[src/rtl/vfreq_pwm_pkg.sv]
package vfreq_pwm_pkg;

  // Strobes from the control unit to the counter datapath.
  typedef struct packed {
    logic run;      // a cycle is in progress
    logic restart;  // clear the counter and capture new settings
    logic advance;  // step the counter by one
  } pwm_strobe_t;

endpackage

[src/rtl/vfreq_pwm_sync.sv]
module vfreq_pwm_sync #(
  parameter int STAGES = 2
) (
  input  logic clk,
  input  logic rstN,
  input  logic asyncIn,
  output logic syncOut
);

  logic [STAGES-1:0] chain;

  generate
    for (genvar s = 0; s < STAGES; s++) begin : g_stage
      if (s == 0) begin : g_first
        always_ff @(posedge clk or negedge rstN) begin
          if (!rstN) chain[0] <= 1'b0;
          else       chain[0] <= asyncIn;
        end
      end else begin : g_next
        always_ff @(posedge clk or negedge rstN) begin
          if (!rstN) chain[s] <= 1'b0;
          else       chain[s] <= chain[s-1];
        end
      end
    end
  endgenerate

  assign syncOut = chain[STAGES-1];

endmodule

[src/rtl/vfreq_pwm_ctrl.sv]
module vfreq_pwm_ctrl
  import vfreq_pwm_pkg::*;
(
  input  logic        clk,
  input  logic        rstN,
  input  logic        enable,
  input  logic        extSync,
  input  logic        atPeriod,
  input  logic        offPhase,
  output pwm_strobe_t strb,
  output logic        cycleStart
);

  logic running;
  logic extPrev;
  logic extEdge;
  logic wrapHit;
  logic extHit;
  logic restart;

  assign extEdge = extSync & ~extPrev;
  assign wrapHit = running & atPeriod;
  assign extHit  = running & extEdge & offPhase;
  assign restart = enable & (~running | wrapHit | extHit);

  always_ff @(posedge clk or negedge rstN) begin
    if (!rstN) begin
      running    <= 1'b0;
      extPrev    <= 1'b0;
      cycleStart <= 1'b0;
    end else begin
      running    <= enable;
      extPrev    <= extSync;
      cycleStart <= restart;
    end
  end

  always_comb begin
    strb         = '0;
    strb.run     = running;
    strb.restart = restart;
    strb.advance = enable & running & ~restart;
  end

  // An edge during the on phase, away from wrap, must not start a cycle.
  AST_EXT_IGNORED_ON: assert property (@(posedge clk) disable iff (!rstN)
    (running && enable && extEdge && !offPhase && !atPeriod) |=> !cycleStart);

  // A start pulse can only follow a clock where enable was high.
  AST_START_NEEDS_EN: assert property (@(posedge clk) disable iff (!rstN)
    cycleStart |-> $past(enable));

endmodule

[src/rtl/vfreq_pwm_dp.sv]
module vfreq_pwm_dp
  import vfreq_pwm_pkg::*;
#(
  parameter int CNT_W = 8
) (
  input  logic             clk,
  input  logic             rstN,
  input  pwm_strobe_t      strb,
  input  logic [CNT_W-1:0] periodIn,
  input  logic [CNT_W-1:0] dutyIn,
  input  logic             offTimeMode,
  output logic [CNT_W-1:0] count,
  output logic             atPeriod,
  output logic             offPhase,
  output logic             pwmHi,
  output logic             pwmLo
);

  logic [CNT_W-1:0] activePeriod;
  logic [CNT_W-1:0] activeDuty;
  logic             onPhase;
  logic             drive;

  always_ff @(posedge clk or negedge rstN) begin
    if (!rstN) begin
      count        <= '0;
      activePeriod <= '0;
      activeDuty   <= '0;
    end else if (strb.restart) begin
      count        <= '0;
      activePeriod <= periodIn;
      activeDuty   <= dutyIn;
    end else if (strb.advance) begin
      count <= count + 1'b1;
    end else begin
      count <= '0;
    end
  end

  assign atPeriod = (count == activePeriod);
  assign offPhase = (count >= activeDuty);
  assign onPhase  = ~offPhase;
  assign drive    = onPhase ^ offTimeMode;
  assign pwmHi    = strb.run & drive;
  assign pwmLo    = strb.run & ~drive;

  AST_PERIOD_BOUND: assert property (@(posedge clk) disable iff (!rstN)
    strb.run |-> (count <= activePeriod));

  AST_COMPLEMENT: assert property (@(posedge clk) disable iff (!rstN)
    strb.run |-> (pwmHi != pwmLo));

  AST_HOLD_CFG: assert property (@(posedge clk) disable iff (!rstN)
    !strb.restart |=> ($stable(activePeriod) && $stable(activeDuty)));

endmodule

[src/rtl/vfreq_pwm.sv]
module vfreq_pwm
  import vfreq_pwm_pkg::*;
#(
  parameter int CNT_W       = 8,
  parameter int SYNC_STAGES = 2
) (
  input  logic             clk,
  input  logic             rstN,
  input  logic             enable,
  input  logic [CNT_W-1:0] periodIn,
  input  logic [CNT_W-1:0] dutyIn,
  input  logic             extResetIn,
  input  logic             offTimeMode,
  output logic             pwmHi,
  output logic             pwmLo,
  output logic [CNT_W-1:0] count,
  output logic             cycleStart
);

  pwm_strobe_t strb;
  logic        extSync;
  logic        atPeriod;
  logic        offPhase;

  vfreq_pwm_sync #(.STAGES(SYNC_STAGES)) u_sync (
    .clk     (clk),
    .rstN    (rstN),
    .asyncIn (extResetIn),
    .syncOut (extSync)
  );

  vfreq_pwm_ctrl u_ctrl (
    .clk        (clk),
    .rstN       (rstN),
    .enable     (enable),
    .extSync    (extSync),
    .atPeriod   (atPeriod),
    .offPhase   (offPhase),
    .strb       (strb),
    .cycleStart (cycleStart)
  );

  vfreq_pwm_dp #(.CNT_W(CNT_W)) u_dp (
    .clk         (clk),
    .rstN        (rstN),
    .strb        (strb),
    .periodIn    (periodIn),
    .dutyIn      (dutyIn),
    .offTimeMode (offTimeMode),
    .count       (count),
    .atPeriod    (atPeriod),
    .offPhase    (offPhase),
    .pwmHi       (pwmHi),
    .pwmLo       (pwmLo)
  );

  AST_START_AT_ZERO: assert property (@(posedge clk) disable iff (!rstN)
    cycleStart |-> (count == '0));

  AST_IDLE_OUTPUTS: assert property (@(posedge clk) disable iff (!rstN)
    !enable |=> (count == '0 && !pwmHi && !pwmLo && !cycleStart));

endmodule

[config.mk]
export PLATFORM = sky130hd
export DESIGN_NAME = vfreq_pwm
export DESIGN_NICKNAME = d
export VERILOG_FILES = /design/src/rtl/vfreq_pwm_pkg.sv /design/src/rtl/vfreq_pwm_sync.sv /design/src/rtl/vfreq_pwm_ctrl.sv /design/src/rtl/vfreq_pwm_dp.sv /design/src/rtl/vfreq_pwm.sv
export SDC_FILE = /design/constraint.sdc
export NUM_CORES = 1
export LEC_CHECK = 0
export BUFFER_PORTS_ARGS = -buffer_cell sky130_fd_sc_hd__buf_2
export CAP_MARGIN = 5
export CORE_ASPECT_RATIO = 0.75
export CORE_UTILIZATION = 35
export CTS_CLUSTER_SIZE = 10
export DETAILED_ROUTE_END_ITERATION = 8
export PLACE_DENSITY_LB_ADDON = 0.08
export SLEW_MARGIN = 20
export SYNTH_ARGS = -nofsm -noshare
export SYNTH_HDL_FRONTEND = slang
export SYNTH_HIERARCHICAL = 1
export SYNTH_SLANG_ARGS = --single-unit
[constraint.sdc]
create_clock -name clk -period 2.48 [get_ports clk]
set_clock_uncertainty 0.1 [all_clocks]
set_input_delay 0.496 -clock clk [delete_from_list [all_inputs] [get_ports clk]]
set_output_delay 0.496 -clock clk [all_outputs]
set_load 0.03 [all_outputs]
-- Yosys cells after proc, flatten, opt, wreduce, memory -nomap -nowiden
Index checks and enable logic that the tools add are counted.
- word-level logic and storage cells: 30
- output and inout bits: 11
- register bits: 29
- input bits: 21
- order comparisons: 1
- multiplexer cells: 2
- add/subtract/negate cells: 1
- bitwise gates (word level): 17
- equal/unequal tests: 1
- operator list (kind ; count):
    two-way mux 8 bit ; 2
    AND 1 bit ; 9
    adder 8 x 1 -> 8 bit, second input constant ; 1
    == test 8 bit ; 1
    >= comparator 8 bit ; 1
    NOT 1 bit ; 5
    bitwise OR 1 bit ; 2
    bitwise XOR 1 bit ; 1

-- Longest topological paths before layout
Gate-level depths: netlist of the first run.
- depth in word-level cells: 10
- mapped depth: 13
- mapped depth without buffers: 10

-- Modules after synthesis
Netlist of the first run, hierarchy kept.
- modules (own cells, without submodules) (module ; area an instance (sq um) ; instances ; cells each):
    vfreq_pwm_dp ; 1347.5 ; 1 ; 127
    vfreq_pwm_ctrl ; 132.6 ; 1 ; 9
    vfreq_pwm_sync ; 50.0 ; 1 ; 2

-- Worst setup path after synthesis of the first run
Ideal clock, no wire load.
- path type: flip-flop to flip-flop
- start: register u_dp.count[0]
- end: register u_dp.activeDuty[0]
- cell stages (with the launch flop): 13
- path slack: -370 ps
- arrival: 2625 ps
- required time: 2255 ps
- library setup time: 125 ps
- buffers on the path: 3
- path through: dfrtp_1 -> inv_1 -> ha_1 -> nand2b_4 -> a2111oi_4 -> o21bai_1 -> a21bo_2 -> nand3b_4 -> a21boi_1 -> buf_4 -> clkbuf_1 -> buf_2 -> mux2_2
- elaborated cells on any way between the ends: 7
- those cells by class: order compare: 1; eq/ne: 1; bitwise: 5
- RTL lines (element ; RTL line ; RTL):
    start, declared ; vfreq_pwm_dp.sv:12 ; output logic [CNT_W-1:0] count,
    start signal, assigned ; vfreq_pwm_dp.sv:34 ; count <= count + 1'b1;
    >= comparator 8 bit ; vfreq_pwm_dp.sv:41 ; assign offPhase = (count >= activeDuty);
    named net offPhase ; vfreq_pwm.sv:23 ; logic offPhase;
    AND 1 bit ; vfreq_pwm_ctrl.sv:23 ; assign extHit = running & extEdge & offPhase;
    bitwise OR 1 bit ; vfreq_pwm_ctrl.sv:24 ; assign restart = enable & (~running | wrapHit | extHit);
    AND 1 bit ; vfreq_pwm_ctrl.sv:24 ;
    named net u_ctrl.restart ; vfreq_pwm_ctrl.sv:19 ; logic restart;
    end signal, assigned ; vfreq_pwm_dp.sv:32 ; activeDuty <= dutyIn;
    end, declared ; vfreq_pwm_dp.sv:20 ; logic [CNT_W-1:0] activeDuty;
The timed path passes the listed nets, and every way through them passes these cells.
A chain may end at the register's enable or synchronous reset.

-- Final worst setup path of the first run
- start: register u_dp.count[0]
- end: output pwmHi
- longest elaborated chain between the ends: 4
- ends and longest elaborated chain (element ; RTL line ; RTL):
    >= comparator 8 bit ; vfreq_pwm_dp.sv:41 ;
    NOT 1 bit ; vfreq_pwm_dp.sv:42 ; assign onPhase = ~offPhase;
    bitwise XOR 1 bit ; vfreq_pwm_dp.sv:43 ; assign drive = onPhase ^ offTimeMode;
    AND 1 bit ; vfreq_pwm_dp.sv:44 ; assign pwmHi = strb.run & drive;
    end, declared ; vfreq_pwm.sv:14 ; output logic pwmHi,
No other way between the ends.

==> results.toml, run 1 <==
[status]
run_status = "finished with violations"
failed_checks = "setup timing"

[floorplan]
design.core.area_um2 = 4130
floorplan.die.height_um = 59.3
die_width_um = 78.4
boundaryPins = 32
floorplan.initialDensity_pct = 37.1
floorplan.die_area_um2 = 4640
core.rowCount = 20

[worst_setup_path]
ff2ff_setup_slack_ns = 0.14
crit_fanout = 5
required_ns = 1.88
start_kind = "flop"
worst_setup_path_end_kind = "output pin"
reg2reg_to = "u_dp/activeDuty[0]"
cp.arrival_ns = 1.97
count_of_cells_along_the_worst_register_to_register_path = 10
r2r_start = "u_dp/count[0]"
setup.worst_path.class = "reg2out"

[timing]
fin_hold_viols = 0
max_transition_viols_final = 0
final-setup-viol-count = 2
tightestPinTransition_ns = 0.632
final.setup.tns_ns = -0.123
postLayoutSetupSlackWorst_ns = -0.0862
finalCritPeriodShare_pct = 103
worst_slew_margin_rel_pct = 57.9
grt_setup_unrepaired = "true"
final.min_clock_period_ns = 2.57
timing.fmax_mhz = 390

[pwr]
totalPowerFinal_uw = 1210
power.clock.fraction_pct = 34.6
part_of_the_power_in_combinational_logic_pct = 20.2
p_sw_uw = 313
worst_ir_drop_vdd_uv = 288
seq_power_share_pct = 45.2
cellInternalPower_uw = 894
power.share.switching_pct = 25.9
power_density_nw_per_um2 = 595
leakage_power_uw = 0.000952

[cells_and_area]
finish.instance_area_um2 = 2030
final_cell_count_no_fill = 239
finish.net_count = 213
area.growth.synth_to_final_pct = 32.5
drive_above_1_share_pct = 44.0
diode_insertion_count_for_antenna_repair = 0

[global_routing]
grt_usage_pct = 15.6
vias_in_the_first_global_route = 1188
antenna_found_initial = 0
pin_count_of_the_biggest_net_entering_global_routing = 30
grt_pass1_wl_um = 5350
gr-total-overflow = 0

[route]
detail_route.wirelength_um = 3110
drt-pass1-iter-count = 4
avgViaCountPerCell = 4.71
num_vias = 1125
drcViolationCount = 0
antenna_left = 0
routedWlPerCell_um = 13.0
dr.first_iter.drc_count = 66

[logic_synthesis]
syn-cell-area_um2 = 1530
syn-num-nets = 168
netlist-cell-type-count = 31
post_syn_instances = 138
avgSynthCellArea_um2 = 11.1
synth-seq-area-share_pct = 47.4
register_bit_count_reported_by_yosys = 29
synth_warnings = 6

[placement]
placed_cells_incl_taps = 228
detailedPlace.worstSlack_ns = 0.110
postPlaceCellArea_um2 = 1820
place.gp.congestion = 0.734
place.port_buffers = 31
detailed_placer_s_ending_hpwl_um = 2390

[job]
cap_viol_max_count = 0

[clock_tree]
cts_hold_buffers = 0
clkSinkCount = 29
cts.htree.levels = 2
clk_root_buffer_cell = "sky130_fd_sc_hd__clkbuf_8"
cts.clk_slew.worst_paths_ns = 0.06
cts_inserted_buffers = 5
cts.path.max_buffers = 2
tritoncts = "built"
clock_insertion_delay_worst_skew_ns = 0.27

[worst_hold_path]
min_path_type = "in2async"
## kinds of logic after synthesis
family / after synthesis / synth area share [%]
and+or+nand+nor: 43 / 16.0
DFF: 29 / 47.4
AOI/OAI and AO/OA: 17 / 8.83
buffers and inverters: 15 / 4.25
xor gates and xnor gates: 14 / 8.01
muxes: 11 / 8.09
adders and majority gates: 9 / 7.36
## Yosys cell counts, drive strengths merged
library cell,number,area [um2]
nand3b,1,20.0
a21bo,1,10.0
clkbuf,3,11.3
nor2b,2,15.0
o21a,1,8.76
nand2b,4,32.5
xor2,4,35.0
mux2,11,124
buf,3,20.0
ha,9,113
nor2,10,37.5
a21o,1,7.51
a21oi,1,5.00
o2111ai,2,17.5
o21bai,1,7.51
nand4,5,31.3
nand2,8,30.0
or4,2,15.0
nand3,6,30.0
and3,4,25.0
inv,9,33.8
a21boi,1,7.51
xnor2,10,87.6
nand4b,1,8.76
a2111oi,1,27.5
o21ai,8,43.8
dfrtp,29,726
## per-stage QoR
stage	hold slack [ns]	util [%]
final	0.137	49.1
after global routing	0.178	49.1
after CTS	0.155	48.8
after detailed placement	0.236	44.1
after global placement	0.231	44.1
after floorplan	0.100	-
## state kept, by name, summed over array words and instances, names as in the netlist
name / flops
u_ctrl/extPrev: 1
u_dp/activeDuty: 8
u_dp/activePeriod: 8
u_sync/syncOut: 1
u_dp/count: 8
u_ctrl/running: 1
u_sync/chain: 1
u_ctrl/cycleStart: 1
## worst max-delay path, stage by stage, from the launching register on
cell and delay [ns]:
sky130_fd_sc_hd__dfrtp_2 0.40, sky130_fd_sc_hd__inv_2 0.06, sky130_fd_sc_hd__ha_4 0.18, sky130_fd_sc_hd__nand2b_4 0.14, sky130_fd_sc_hd__a2111oi_4 0.41, sky130_fd_sc_hd__o2111ai_1 0.22
sky130_fd_sc_hd__nand4_1 0.15, sky130_fd_sc_hd__buf_6 0.14
## power by group through the flow
stage	combinational, uW	sequential, uW	clock (uW)
final	243	546	418
after global routing	273	552	463
after CTS	243	547	437
after detailed placement	218	555	0
after global placement	209	552	0
after floorplan	158	553	0
## placed cells by master, fill, tap and decap left out
| master | n |
|---|---|
| sky130_fd_sc_hd__o21bai_1 | 1 |
| sky130_fd_sc_hd__inv_2 | 1 |
| sky130_fd_sc_hd__dfrtp_1 | 26 |
| sky130_fd_sc_hd__clkinv_2 | 1 |
| sky130_fd_sc_hd__clkbuf_8 | 7 |
| sky130_fd_sc_hd__nand3_1 | 6 |
| sky130_fd_sc_hd__nor2b_1 | 1 |
| sky130_fd_sc_hd__buf_4 | 11 |
| sky130_fd_sc_hd__mux2_2 | 11 |
| sky130_fd_sc_hd__dfrtp_2 | 3 |
| sky130_fd_sc_hd__a21boi_2 | 1 |
| sky130_fd_sc_hd__nor2_1 | 10 |
| sky130_fd_sc_hd__nor2b_2 | 1 |
| sky130_fd_sc_hd__buf_6 | 4 |
| sky130_fd_sc_hd__nand3b_4 | 1 |
| sky130_fd_sc_hd__xor2_1 | 4 |
| sky130_fd_sc_hd__o21ai_0 | 7 |
| sky130_fd_sc_hd__a2111oi_4 | 1 |
| sky130_fd_sc_hd__nand4b_1 | 1 |
| sky130_fd_sc_hd__o2111ai_1 | 2 |
| sky130_fd_sc_hd__nand2b_4 | 1 |
| sky130_fd_sc_hd__nand2b_2 | 1 |
| sky130_fd_sc_hd__buf_2 | 29 |
| sky130_fd_sc_hd__xnor2_1 | 10 |
| sky130_fd_sc_hd__o21ai_4 | 1 |
| sky130_fd_sc_hd__a21oi_4 | 1 |
| sky130_fd_sc_hd__or4_1 | 2 |
| sky130_fd_sc_hd__o21a_4 | 1 |
| sky130_fd_sc_hd__a21o_1 | 1 |
| sky130_fd_sc_hd__nand2b_1 | 2 |
| sky130_fd_sc_hd__inv_1 | 8 |
| sky130_fd_sc_hd__ha_1 | 5 |
| sky130_fd_sc_hd__and3_1 | 4 |
| sky130_fd_sc_hd__a21bo_2 | 1 |
| sky130_fd_sc_hd__nand4_1 | 5 |
| sky130_fd_sc_hd__ha_4 | 4 |
| sky130_fd_sc_hd__nand2_1 | 8 |
## final cells by class
| cell class | instances | area (um2) |
|---|---|---|
| clock buffer | 7 | 96.3 |
| clock inverter | 1 | 5.00 |
| fill | 388 | 2100 |
| inverter | 9 | 33.8 |
| multi-input combinational | 94 | 821 |
| sequential | 29 | 729 |
| tap | 55 | 68.8 |
| timing repair buffer | 44 | 273 |
## worst max path at each step
stage                             startpoint                   end  cells after the start
after floorplan                u_dp/count[0]    u_dp/activeDuty[0]                     12
after global placement         u_dp/count[1]    u_dp/activeDuty[0]                      8
after detailed placement       u_dp/count[1]  u_dp/activePeriod[7]                      8
after CTS                 u_dp/activeDuty[0]                 pwmHi                      6
after global routing           u_dp/count[0]                 pwmHi                      7
final                          u_dp/count[0]                 pwmHi                      7
## metal layers
layer	GRT usage [%]	vias to the layer above	routed length (um)	share of wire, %
li1	-	563	-	-
met1	19.8	525	1490	48
met2	24.2	28	1400	45
met3	4.46	9	144	4.6
met4	8.73	0	77	2.5
met5	0	-	0	0
## repair_timing
| action | CTS | global route |
|---|---|---|
| buffers inserted | 3 | 0 |
| setup endpoints to repair | 2 | 10 |
| pin swaps | 5 | 0 |
| resized for setup | 11 | 3 |
Power figures use the tool's default switching activity.
==> inputs of run 2 (changes only) <==
Settings changed: RECOVER_POWER set to 50.
==> run 2 against run 1 <==
Effect of this change:
- the run ends with capacitance limit, slew limit, setup timing left
- die area did not move
- combinational power barely moved
- design area fell by 0.12%
- first-iteration DRC count did not move
- total power barely moved
- core utilization fell by 0.061 points
- worst setup slack barely moved
- count of clock-buffer cells in the layout did not move
- critical path type unchanged
- critical endpoint unchanged
- largest cell class unchanged
==> results.toml, run 2 (same netlist as run 1, synthesis figures left out) <==
[worst_setup_path]
critical_path.max_stage_delay_ns = 0.41
crit_path_cell_trace = "inv_2 > ha_4 > nand2b_4 > a2111oi_4 > o2111ai_1 > nand4_1 > buf_6"
cpMaxStageDelayCell = "sky130_fd_sc_hd__a2111oi_4"
critical_path_buf_inv_count = 2
required_ns = 1.88
crit_fanout = 5
setup.worst_path.class = "reg2out"
worst_path_dominant_cell_family = "compound AO/OA/AOI/OAI gates"
cp.arrival_ns = 1.97
worst_setup_path_end_kind = "output pin"
start_kind = "flop"

[route]
num_vias = 1125
drcViolationCount = 0
drt-pass1-iter-count = 4
detail_route.wirelength_um = 3110
antenna_left = 0
dr.first_iter.drc_count = 66
avgViaCountPerCell = 4.71
routedWlPerCell_um = 13.0

[timing]
timing.fmax_mhz = 390
final.min_clock_period_ns = 2.57
grt_setup_unrepaired = "true"
fin_hold_viols = 0
worst_slew_margin_rel_pct = -0.601
finalCritPeriodShare_pct = 103
max_transition_viols_final = 30
final.setup.tns_ns = -0.123
tightestPinTransition_ns = 1.51
postLayoutSetupSlackWorst_ns = -0.0862
final-setup-viol-count = 2

[global_routing]
gr-total-overflow = 0
globalRouteMet1Util_pct = 19.8
grt_pass1_wl_um = 5350
pin_count_of_the_biggest_net_entering_global_routing = 30
grt.met2_usage_pct = 24.2
vias_in_the_first_global_route = 1188
grt_usage_pct = 15.6
grt.busiest_layer = "met2"
antenna_found_initial = 0
grt_use_met3_pct = 4.46

[clock_tree]
cts.clk_slew.worst_paths_ns = 0.06
cts_inserted_buffers = 5
tritoncts = "built"
clkSinkCount = 29
clock_insertion_delay_worst_skew_ns = 0.27
cts.path.max_buffers = 2
cts.htree.levels = 2
clk_root_buffer_cell = "sky130_fd_sc_hd__clkbuf_8"

[pwr]
worst_ir_drop_vdd_uv = 288
leakage_power_uw = 0.000946
power_density_nw_per_um2 = 596

[floorplan]
boundaryPins = 32
design.core.area_um2 = 4130
floorplan.initialDensity_pct = 37.1
floorplan.die.height_um = 59.3
core.rowCount = 20
floorplan.die_area_um2 = 4640
die_width_um = 78.4

[placement]
detailed_placer_s_ending_hpwl_um = 2390
place.port_buffers = 31
postPlaceCellArea_um2 = 1820
detailedPlace.worstSlack_ns = 0.110
place.gp.congestion = 0.734

[cells_and_area]
layout.cells.most_common = "sky130_fd_sc_hd__buf_2"
area.growth.synth_to_final_pct = 32.3
multi_input_comb_area_um2 = 821
reg_top3 = "u_dp/activeDuty: 8 flops, u_dp/activePeriod: 8 flops, u_dp/count: 8 flops"
drive_above_1_share_pct = 42.9
diode_insertion_count_for_antenna_repair = 0
fillers = 390
layout_common_cells = "sky130_fd_sc_hd__buf_2 (27), sky130_fd_sc_hd__dfrtp_1 (26), sky130_fd_sc_hd__buf_4 (11), sky130_fd_sc_hd__mux2_2 (11)"
finish.instance_area_um2 = 2020
layout.area.seq_um2 = 729
finish.net_count = 213

[worst_hold_path]
min_path_type = "in2reg"

[job]
cap_viol_max_count = 1

[status]
failed_checks = "capacitance limit, slew limit, setup timing"
run_status = "finished with violations"
[run 2: what timing repair did]
item                                   CTS  global route
setup endpoints to repair                2            10
buffers inserted                         3             0
endpoints found under the hold margin    0             0
pin swaps                                5             0
resized for setup                       11             3
hold buffers                             0             0
[run 2: worst paths after layout]
| check | start | to | slack [ns] | depth (start not counted) |
|---|---|---|---|---|
| min in group asynchronous | rstN | u_dp/activeDuty[1] | 0.48 | 1 |
| setup / recovery | u_dp/count[0] | pwmHi | -0.09 | 7 |
| max in group asynchronous | rstN | u_dp/count[2] | 0.82 | 1 |
| hold reg to reg | u_sync/chain[0] | u_sync/syncOut | 0.26 | 0 |
| setup reg to reg | u_dp/count[0] | u_dp/activeDuty[0] | 0.14 | 10 |
| hold / removal | extResetIn | u_sync/chain[0] | 0.23 | 1 |
[run 2: through the flow]
stage / power [uW] / hold slack, ns / instances / utilization (%)
detailed placement: 773 / 0.236 / 228 / 44.1
CTS: 1230 / 0.155 / 239 / 48.8
global route: 1290 / 0.218 / 239 / 49.0
finish: 1210 / 0.225 / 239 / 49.0
global placement: 761 / 0.231 / 228 / 44.1
floorplan: 711 / 0.100 / 138 / -
[run 2: final cells by class]
type,instances,area share [%]
multi-input cells,94,40.5
flip-flops and latches,29,36.0
repair buffers,44,13.3
clock buffers,7,4.76
well taps,55,3.40
inverters,9,1.67
clock inverters,1,0.247
[run 2: report_power, final]
group / leakage [uW] / switching, uW / internal, uW
Sequential: 0.000357 / 26.3 / 520
Clock: 0.0000542 / 168 / 250
Combinational: 0.000535 / 119 / 124
[run 2: layer usage]
metal  up-vias  routed length [um]
met4         0                  77
li1        563                   -
met5         -                   0
met2        28                1400
met3         9                 143
met1       525                1490
==> inputs of run 3 (changes only) <==
Settings changed: CORE_ASPECT_RATIO 0.75 to unset.
==> run 3 against run 2 <==
Effect of this change:
- the flow still finishes with violations (capacitance limit, slew limit, setup timing)
- clock power increased by 4%
- maximum frequency increased by 0.16%
- flip-flop and latch count unchanged
- largest cell class unchanged
- largest power group unchanged
==> results.toml, run 3 (same netlist as run 1, synthesis figures left out) <==
[timing]
final.min_clock_period_ns = 2.56
final.setup.tns_ns = -0.125
tightestPinTransition_ns = 1.53
max_transition_viols_final = 30
timing.fmax_mhz = 390
grt_setup_unrepaired = "true"
fin_hold_viols = 0
postLayoutSetupSlackWorst_ns = -0.0821
worst_slew_margin_rel_pct = -1.93
final-setup-viol-count = 2
finalCritPeriodShare_pct = 103

[worst_setup_path]
ff2ff_setup_slack_ns = 0.06
count_of_cells_along_the_worst_register_to_register_path = 11
setup.worst_path.class = "reg2out"
critical_path.max_stage_delay_ns = 0.54
critical_path_buf_inv_count = 1
crit_fanout = 5
worst_setup_path_end_kind = "output pin"
required_ns = 1.88
cp.arrival_ns = 1.97
cpMaxStageDelayCell = "sky130_fd_sc_hd__or4_1"
number_of_cells_on_the_critical_path = 6
worst_path_dominant_cell_family = "simple AND/OR/NAND/NOR gates"
crit_path_cell_trace = "ha_1 > o21a_2 > o21ai_2 > or4_1 > nand4_1 > buf_6"
start_kind = "flop"

[clock_tree]
tritoncts = "built"
clock_insertion_delay_worst_skew_ns = 0.27
cts.path.max_buffers = 2
cts_hold_buffers = 0
cts.clk_slew.worst_paths_ns = 0.06
clk_root_buffer_cell = "sky130_fd_sc_hd__clkbuf_8"
cts.htree.levels = 2
cts_inserted_buffers = 5
clkSinkCount = 29

[route]
drcViolationCount = 0
num_vias = 1143
dr.first_iter.drc_count = 44
drt-pass1-iter-count = 4
detail_route.wirelength_um = 3390
avgViaCountPerCell = 4.88
routedWlPerCell_um = 14.5
antenna_left = 0

[placement]
place.gp.congestion = 0.799
place.port_buffers = 31
detailed_placer_s_ending_hpwl_um = 2460
placed_cells_incl_taps = 221

[cells_and_area]
finish.net_count = 213
area.growth.synth_to_final_pct = 33.7
layout_common_cells = "sky130_fd_sc_hd__buf_2 (27), sky130_fd_sc_hd__dfrtp_1 (25), sky130_fd_sc_hd__buf_4 (11), sky130_fd_sc_hd__mux2_2 (11)"
final_cell_count_no_fill = 234
drive_above_1_share_pct = 44.6
final_util_pct = 50.1
reg_top3 = "u_dp/activeDuty: 8 flops, u_dp/activePeriod: 8 flops, u_dp/count: 8 flops"
fillers = 388
layout.cells.most_common = "sky130_fd_sc_hd__buf_2"
diode_insertion_count_for_antenna_repair = 0

[job]
cap_viol_max_count = 1

[floorplan]
floorplan.die_area_um2 = 4640
floorplan.die.height_um = 68.1
floorplan.initialDensity_pct = 37.4
die_width_um = 68.1
design.core.area_um2 = 4090
core.rowCount = 23
boundaryPins = 32

[worst_hold_path]
min_path_type = "in2reg"
number_of_stages_on_the_worst_hold_path = 1

[pwr]
leakage_power_uw = 0.000958
cellInternalPower_uw = 903
part_of_the_power_in_combinational_logic_pct = 20.5
worst_ir_drop_vdd_uv = 377
power.clock.fraction_pct = 35.2
power.share.switching_pct = 26.7
power_density_nw_per_um2 = 602
p_sw_uw = 329
seq_power_share_pct = 44.3

[global_routing]
vias_in_the_first_global_route = 1154
antenna_found_initial = 0
gr-total-overflow = 0
grt_pass1_wl_um = 5310
pin_count_of_the_biggest_net_entering_global_routing = 30
grt_usage_pct = 16.4

[status]
failed_checks = "capacitance limit, slew limit, setup timing"
run_status = "finished with violations"
==> run 3: worst reg2reg max path: cells and delay by family (launching register included) <==
kind	cells	cell delay (ns)
adder cells (fa/ha/maj)	1	0.18
AND/OR/NAND/NOR	2	0.23
AO/OA/AOI/OAI	4	0.72
multiplexers	1	0.27
flip-flops	1	0.41
buffers and inverters	3	0.40
==> run 3: final cells by class <==
| class | count | area (um2) | area share (%) |
|---|---|---|---|
| multi-input cells | 94 | 825 | 40.3 |
| flip-flops and latches | 29 | 731 | 35.7 |
| repair buffers | 44 | 293 | 14.3 |
| clock buffers | 7 | 96.3 | 4.71 |
| well taps | 50 | 62.6 | 3.06 |
| inverters | 9 | 33.8 | 1.65 |
| clock inverters | 1 | 5.00 | 0.245 |
==> run 3: timing repair <==
action                                 CTS  global route
gates resized for setup                  9             5
setup buffers                            3             1
pin swaps                               10             3
setup endpoints to repair                2            24
endpoints found under the hold margin    0             0
gates cloned                             0             1
==> run 3: stage by stage <==
stage	setup WS, ns	power, uW	area [um2]	hold WS, ns
finish	-0.0821	1230	2050	0.227
global route	-0.171	1300	2050	0.216
detailed placement	0.107	774	1810	0.235
global placement	0.137	766	1810	0.235
floorplan	-0.0621	711	1570	0.100
CTS	-0.0980	1230	1980	0.162
==> run 3: power by group through the flow <==
stage / Clock, uW / Combinational (uW) / Sequential (uW)
6_report: 433 / 252 / 546
4_1_cts: 442 / 238 / 546
5_1_grt: 472 / 279 / 552
3_5_place_dp: 0 / 218 / 555
3_3_place_gp: 0 / 213 / 553
2_1_floorplan: 0 / 158 / 553
==> run 3: per-layer routing <==
layer  track usage (%)  vias to the layer above  wire length [um]  share of wire, %
li1                  -                      562                 -                 -
met1              19.0                      554              1530                45
met2              27.5                       25              1710                50
met3              6.67                        2               135               4.0
met4              5.47                        0                17              0.50
met5                 0                        -                 0                 0
==> run 3: path summary, 6_finish.rpt <==
check,to,startpoint
worst max-delay path,pwmLo,u_dp/count[2]
worst min-delay path,u_sync/chain[0],extResetIn
worst max register to register,u_dp/activeDuty[0],u_dp/count[0]
worst min register to register,u_sync/syncOut,u_sync/chain[0]
max in group asynchronous,u_dp/count[7],rstN
min in group asynchronous,u_dp/activeDuty[4],rstN
